==> config.mk <==
export PLATFORM = sky130hd
export DESIGN_NAME = pin_irq_sense
export DESIGN_NICKNAME = d
export VERILOG_FILES = /design/src/rtl/pin_irq_sense.sv
export SDC_FILE = /design/constraint.sdc
export NUM_CORES = 1
export LEC_CHECK = 0
export ABC_CLOCK_PERIOD_IN_PS = 4800
export CORE_UTILIZATION = 53
export CTS_CLUSTER_SIZE = 14
export DETAILED_ROUTE_END_ITERATION = 8
export GPL_ROUTABILITY_DRIVEN = 0
export GPL_TIMING_DRIVEN = 0
export PLACE_DENSITY = 0.75
export SLEW_MARGIN = 30
export SYNTH_ARGS = -nofsm -noshare
export SYNTH_HDL_FRONTEND = slang
export SYNTH_SLANG_ARGS = --single-unit
==> constraint.sdc <==
create_clock -name clk -period 4.8 [get_ports clk]
set_input_delay 0.72 -clock clk [delete_from_list [all_inputs] [get_ports clk]]
set_output_delay 0.72 -clock clk [all_outputs]
set_load 0.1 [all_outputs]
==> src/rtl/pin_irq_sense.sv <==
module pin_irq_sense #(
  parameter int N_PINS = 32,
  parameter int ADDR_W = 8
) (
  input  logic              clk,
  input  logic              rst_n,
  input  logic [N_PINS-1:0] pin_in,
  input  logic              bus_we,
  input  logic [ADDR_W-1:0] bus_addr,
  input  logic [31:0]       bus_wdata,
  output logic [31:0]       bus_rdata,
  output logic              irq_lo,
  output logic              irq_hi
);
  localparam int HALF   = N_PINS / 2;
  localparam int N_MREG = N_PINS / 8;
  localparam logic [ADDR_W-1:0] A_ACC  = ADDR_W'(8'h14);
  localparam logic [ADDR_W-1:0] A_ESET = ADDR_W'(8'h18);
  localparam logic [ADDR_W-1:0] A_ECLR = ADDR_W'(8'h1C);
  localparam logic [ADDR_W-1:0] A_RAW  = ADDR_W'(8'h20);
  localparam logic [ADDR_W-1:0] A_MST  = ADDR_W'(8'h24);
  localparam logic [ADDR_W-1:0] A_PCLR = ADDR_W'(8'h28);
  localparam logic [ADDR_W-1:0] A_MODE = ADDR_W'(8'h40);

  logic [N_PINS-1:0] acc_q, en_q, pend_q, prev_q, evt;
  logic [3:0]        mode_q [N_PINS];
  logic [31:0]       mode_word [N_MREG];
  logic [N_PINS-1:0] wbits;

  assign wbits = bus_wdata[N_PINS-1:0];

  always_ff @(posedge clk) begin
    if (!rst_n) begin
      acc_q  <= '0;
      en_q   <= '0;
      prev_q <= '0;
    end else begin
      prev_q <= pin_in;
      if (bus_we && bus_addr == A_ACC)  acc_q <= wbits;
      if (bus_we && bus_addr == A_ESET) en_q  <= en_q | wbits;
      if (bus_we && bus_addr == A_ECLR) en_q  <= en_q & ~wbits;
    end
  end

  logic [N_PINS-1:0] clr;
  assign clr = (bus_we && bus_addr == A_PCLR) ? wbits : '0;

  always_ff @(posedge clk) begin
    if (!rst_n) pend_q <= '0;
    else        pend_q <= (pend_q & ~clr) | evt;
  end

  for (genvar p = 0; p < N_PINS; p++) begin : g_pin
    localparam int R = p / 8;
    localparam int F = 4 * (p % 8);
    logic hit;

    always_ff @(posedge clk) begin
      if (!rst_n) mode_q[p] <= 4'h0;
      else if (bus_we && bus_addr == A_MODE + ADDR_W'(4 * R))
        mode_q[p] <= bus_wdata[F +: 4];
    end

    always_comb begin
      case (mode_q[p])
        4'h8:    hit = pin_in[p] & ~prev_q[p];
        4'h9:    hit = ~pin_in[p] & prev_q[p];
        4'hA:    hit = pin_in[p];
        4'hB:    hit = ~pin_in[p];
        4'hC:    hit = pin_in[p] ^ prev_q[p];
        default: hit = 1'b0;
      endcase
    end

    assign evt[p] = acc_q[p] & hit;
  end

  for (genvar r = 0; r < N_MREG; r++) begin : g_word
    for (genvar k = 0; k < 8; k++) begin : g_fld
      assign mode_word[r][4*k +: 4] = mode_q[8*r + k];
    end
  end

  logic [N_PINS-1:0] mst;
  assign mst = pend_q & en_q;

  always_comb begin
    bus_rdata = '0;
    case (bus_addr)
      A_ACC:          bus_rdata = 32'(acc_q);
      A_ESET, A_ECLR: bus_rdata = 32'(en_q);
      A_RAW:          bus_rdata = 32'(pend_q);
      A_MST:          bus_rdata = 32'(mst);
      default: begin
        for (int r = 0; r < N_MREG; r++)
          if (bus_addr == A_MODE + ADDR_W'(4 * r)) bus_rdata = mode_word[r];
      end
    endcase
  end

  assign irq_lo = |mst[HALF-1:0];
  assign irq_hi = |mst[N_PINS-1:HALF];
endmodule


After elaboration in Yosys (flattened, before gate mapping)
Memory sizes are Yosys's and may differ from the RTL's.
Index checks and enable logic that the tools add are counted.
{"block": "word_totals", "reg_bits": 128, "latch_bits": 0, "ramBits": 128, "mem_bits_ro": 0, "in_bits": 75, "output_inout_bits": 34, "wordCells": 503, "memories": 1}
{"name": "mode_q", "words": 32, "width": 4, "rd": 32, "rd_clocked_by_memory_dff": 0, "write_ports": 32, "line_no": "26", "rtl": "logic [3:0] mode_q [N_PINS];"}
{"block": "op_classes", "addsub": 0, "n_mul": 0, "div": 0, "magnitude_cmp": 0, "n_eq_ne": 170, "shift": 0, "n_mux": 85, "n_bitwise": 231, "n_reduce_logical": 12}
{"op": "4-bit == test, second input constant", "count": 160}
{"op": "32-bit two-way mux", "count": 7}
{"op": "1-bit one-hot mux with 5 select lines", "count": 32}
{"op": "4-bit two-way mux", "count": 32}
{"op": "32-bit one-hot mux with 4 select lines", "count": 1}
{"op": "1-bit AND", "count": 96}
{"op": "32-bit AND", "count": 3}
{"op": "1-bit inverter", "count": 64}
{"op": "32-bit inverter", "count": 2}
{"op": "32-bit bitwise OR", "count": 2}
{"op": "8-bit by 7-bit == test with 1-bit output, second input constant", "count": 4}
{"op": "1-bit bitwise OR", "count": 32}
{"op": "16-bit OR reduction", "count": 2}
{"op": "1-bit XOR", "count": 32}
{"op": "8-bit by 5-bit == test with 1-bit output, second input constant", "count": 3}
{"op": "8-bit by 6-bit == test with 1-bit output, second input constant", "count": 3}
{"op": "1-bit two-way mux", "count": 13}
{"op": "1-bit logical AND", "count": 8}
{"op": "2-bit nonzero test", "count": 1}
{"op": "2-bit OR reduction", "count": 1}

Depth between registers and ports, before layout
{"block": "logic_depth", "word_depth": 6, "ltp_mapped": 7, "ltp_nobuf": 6}

Worst setup path after synthesis
No wires, ideal clock.
{"block": "synth_path", "path_kind": "input to output", "startpoint": "in bus_addr[4]", "endpoint": "out bus_rdata[15]", "arrival_ns": 4.006, "required_time_ns": 4.080, "path_slack_ns": 0.074, "path_stages": 6, "path_buffers": 2, "path_cell_list": "nor4b_1 > and2_1 > clkbuf_1 > buf_2 > o221ai_1 > o21ai_0"}
{"block": "synth_via", "elab_chain_cells": 6, "elab_cells_between_ends": 15, "classes_between": "9 x eq/ne; 5 x mux; 1 x reduce/logical"}
{"element": "start: declaration", "line_no": "9", "rtl": "input logic [ADDR_W-1:0] bus_addr,"}
{"element": "8-bit by 7-bit == test with 1-bit output", "line_no": "96", "rtl": "if (bus_addr == A_MODE + ADDR_W'(4 * r)) bus_rdata = mode_word[r];"}
{"element": "32-bit two-way mux (4 in a row)", "line_no": "96"}
{"element": "32-bit one-hot mux with 4 select lines *", "line_no": "89", "rtl": "case (bus_addr)"}
{"element": "end: declaration", "line_no": "11", "rtl": "output logic [31:0] bus_rdata,"}
Mark *: on every way between the ends. The rest lies on a longest branch, timed or not.

Final worst setup path
{"block": "layout_path", "startpoint": "in bus_addr[3]", "endpoint": "out bus_rdata[4]"}
Same word-level chain as after synthesis.

==> run metrics <==
most frequent cells in the layout and2_1 (129), dfxtp_1 (128), edfxtp_1 (128), inv_1 (125), nand2_1 (107); HPWL Detailed roughly 36000 um; Mean Syn Cell Area 9.93 um2; maximum VDD drop 0.278 mV; largest net degree at the start of global routing 18; full die area between 20000 and 30000 um2; largest cells by area after synthesis edfxtp_1 (28%), dfxtp_1 (18%), and2_1 (5.8%); grt total ovfl 0; Crit. End Element output pin; core outline area approximately 25000 um2; Final min period 4.86 ns; Pwr per Cell Area 317 nW/um2; # DRC 20; Slew HR 0.308; Power Total 0.00530 W; routed vias/inst 6.73; DP Area ~16000 um2; Synth Register Bits around 260; ANT cells 0; final hold violation count 0; CTS tree built; I/O Buffers 107; clock slew at reported path FFs approximately 0.060 ns; Worst Path Max Fanout 10; Area Growth Syn to Fin 20.0%; io pins 109; most common cell after layout, fill and taps aside and2_1; GRT Total Usage 0.370; effective utilization at floorplan 0.547; R2R Setup Slk about 3 ns; CP Launch Type input port; synthesized net count around 1500; Async S/R FF share, synth 0; violated checks design-rule violations, negative setup slack; ys flop type edfxtp_1; die width 164 um; Worst-Margin Slew 1.04 ns; first drt pass iteration count 9; final instance area about 17000 um2; Cells after Synth roughly 1400; Post-CTS Setup Inserts 0; synth warn 0; post-route ant nets 0; status finished with violations; HP Class flop to flop; CTS Buf Count 27; worst skew pair latency 0.55 ns; final core occ 0.657; maximum clock path buffer count 3; RSZ-0062 raised after global routing no; EDFF count, synth 128; Clock Skew ~0.012 ns; # rows a little under 60; worst setup margin -0.0625 ns; cell taking the most area after synthesis edfxtp_1; routed vias 12800; Pleak 6.45 nW; WP data arrival 4.14 ns; Achievable Freq 206 MHz; top cell type's share of synthesized area 0.276; share of cells above drive strength 1 0.107; Seq/Total Area, Yosys 0.460; Yosys cell types 54; fin. max-slew vios 0; first-pass GRT wire length approximately 74000 um; Die H ~160 um; final WL 50000 um; Crit Path Category input port to output pin; Root Buffer clkbuf_16; wire per inst about 26 um; Max-cap violations 0; CTS H-Tree Depth 1; # clock sinks 256; vias in the first global route between 10000 and 15000; Nets 1688; initial DRC count 2295; initial antenna violation count 0; final number of setup-violating endpoints 6; Synth Cell Area 13900 um2; Critical Path RT slightly above 4 ns; Tcrit/Tclk final 1.01
==> Yosys cell counts (4+ instances only) <==
cell	n
or4_1	6
dfxtp_1	128
xor2_1	24
mux2i_1	47
o31ai_1	7
mux2_2	28
a32oi_1	29
clkbuf_1	66
nand2_1	107
o211ai_1	6
nand3_1	6
a41o_1	30
o221ai_1	4
a21boi_0	6
buf_2	16
o21ai_0	61
o32ai_1	26
a311oi_1	32
buf_1	10
and2_1	129
a2bb2oi_1	22
a22o_1	5
a211oi_1	32
o2111ai_1	6
nor2b_1	6
nor3_1	26
inv_1	125
a22oi_1	6
or2_2	9
nor2_1	43
o21ai_1	4
edfxtp_1	128
a221oi_1	5
nand2b_1	25
a222oi_1	32
ha_1	64
a21oi_1	70
==> metal layers <==
layer,vias to the layer above,share of wire,wire [um],GRT usage
li1,5493,-,-,-
met1,6014,0.36,17900,0.466
met2,1029,0.44,22000,0.574
met3,255,0.13,6640,0.0909
met4,2,0.068,3410,0.217
met5,-,0.0020,102,0.0284
==> through the flow <==
step                      cells  setup WS [ns]  hold WS, ns  TNS, ns
after floorplan            1403         0.0743        0.449        0
after global placement     1840          -3.11        0.461  -373.86
after detailed placement   1850         -0.597        0.466   -15.54
after CTS                  1900         0.0201        0.475        0
after global routing       1900        0.00449        0.498        0
final                      1900        -0.0625        0.476   -0.177
==> path summary, 6_finish.rpt <==
kind                  from      endpoint  depth (start not counted)
max            bus_addr[3]  bus_rdata[4]                          9
min              acc_q[20]     acc_q[20]                          2
max reg2reg  mode_q[1][48]    pend_q[28]                          4
min reg2reg      acc_q[20]     acc_q[20]                          2
==> layout make-up <==
cell class	instances	area, um2
clock inverter	9	150
buffer	95	405
timing repair buffer	117	1280
sequential	256	6410
multi-input combinational	926	6750
inverter	126	473
clock buffer	41	851
fill	2005	8750
tap	330	413
==> power breakdown <==
group	total, W	internal (W)	leakage [nW]	switching (W)
Clock	0.00234	0.00144	0.490	0.000909
Combinational	0.000521	0.000193	3.70	0.000329
Sequential	0.00244	0.00236	2.25	0.0000723
==> cells by family (layout without fill, tap and decap cells) <==
kind of cell | after synthesis | after routing | synth area share
AOI/OAI and AO/OA | 388 | 388 | 0.207
xor gates and xnor gates | 24 | 24 | 0.0151
adders and majority gates | 64 | 64 | 0.0575
buffers and inverters | 221 | 388 | 0.0618
DFF | 256 | 256 | 0.460
muxes | 75 | 75 | 0.0564
and+or+nand+nor | 375 | 375 | 0.142
==> what timing repair did <==
action | in CTS | in global routing
hold buffers | 0 | 0
gates cloned | 0 | 0
pin swaps | 0 | 0
endpoints found under the setup margin | 32 | 26
resized for setup | 101 | 18
==> worst max-delay path, stage by stage <==
cell and delay [ns]:
clkdlybuf4s50_1 0.45, buf_2 0.19, or3b_1 0.35, clkbuf_1 0.53
clkbuf_2 0.40, o32ai_1 0.15, a222oi_1 0.55, o21ai_0 0.27
clkdlybuf4s15_2 0.52
Power figures use the tool's default switching activity.
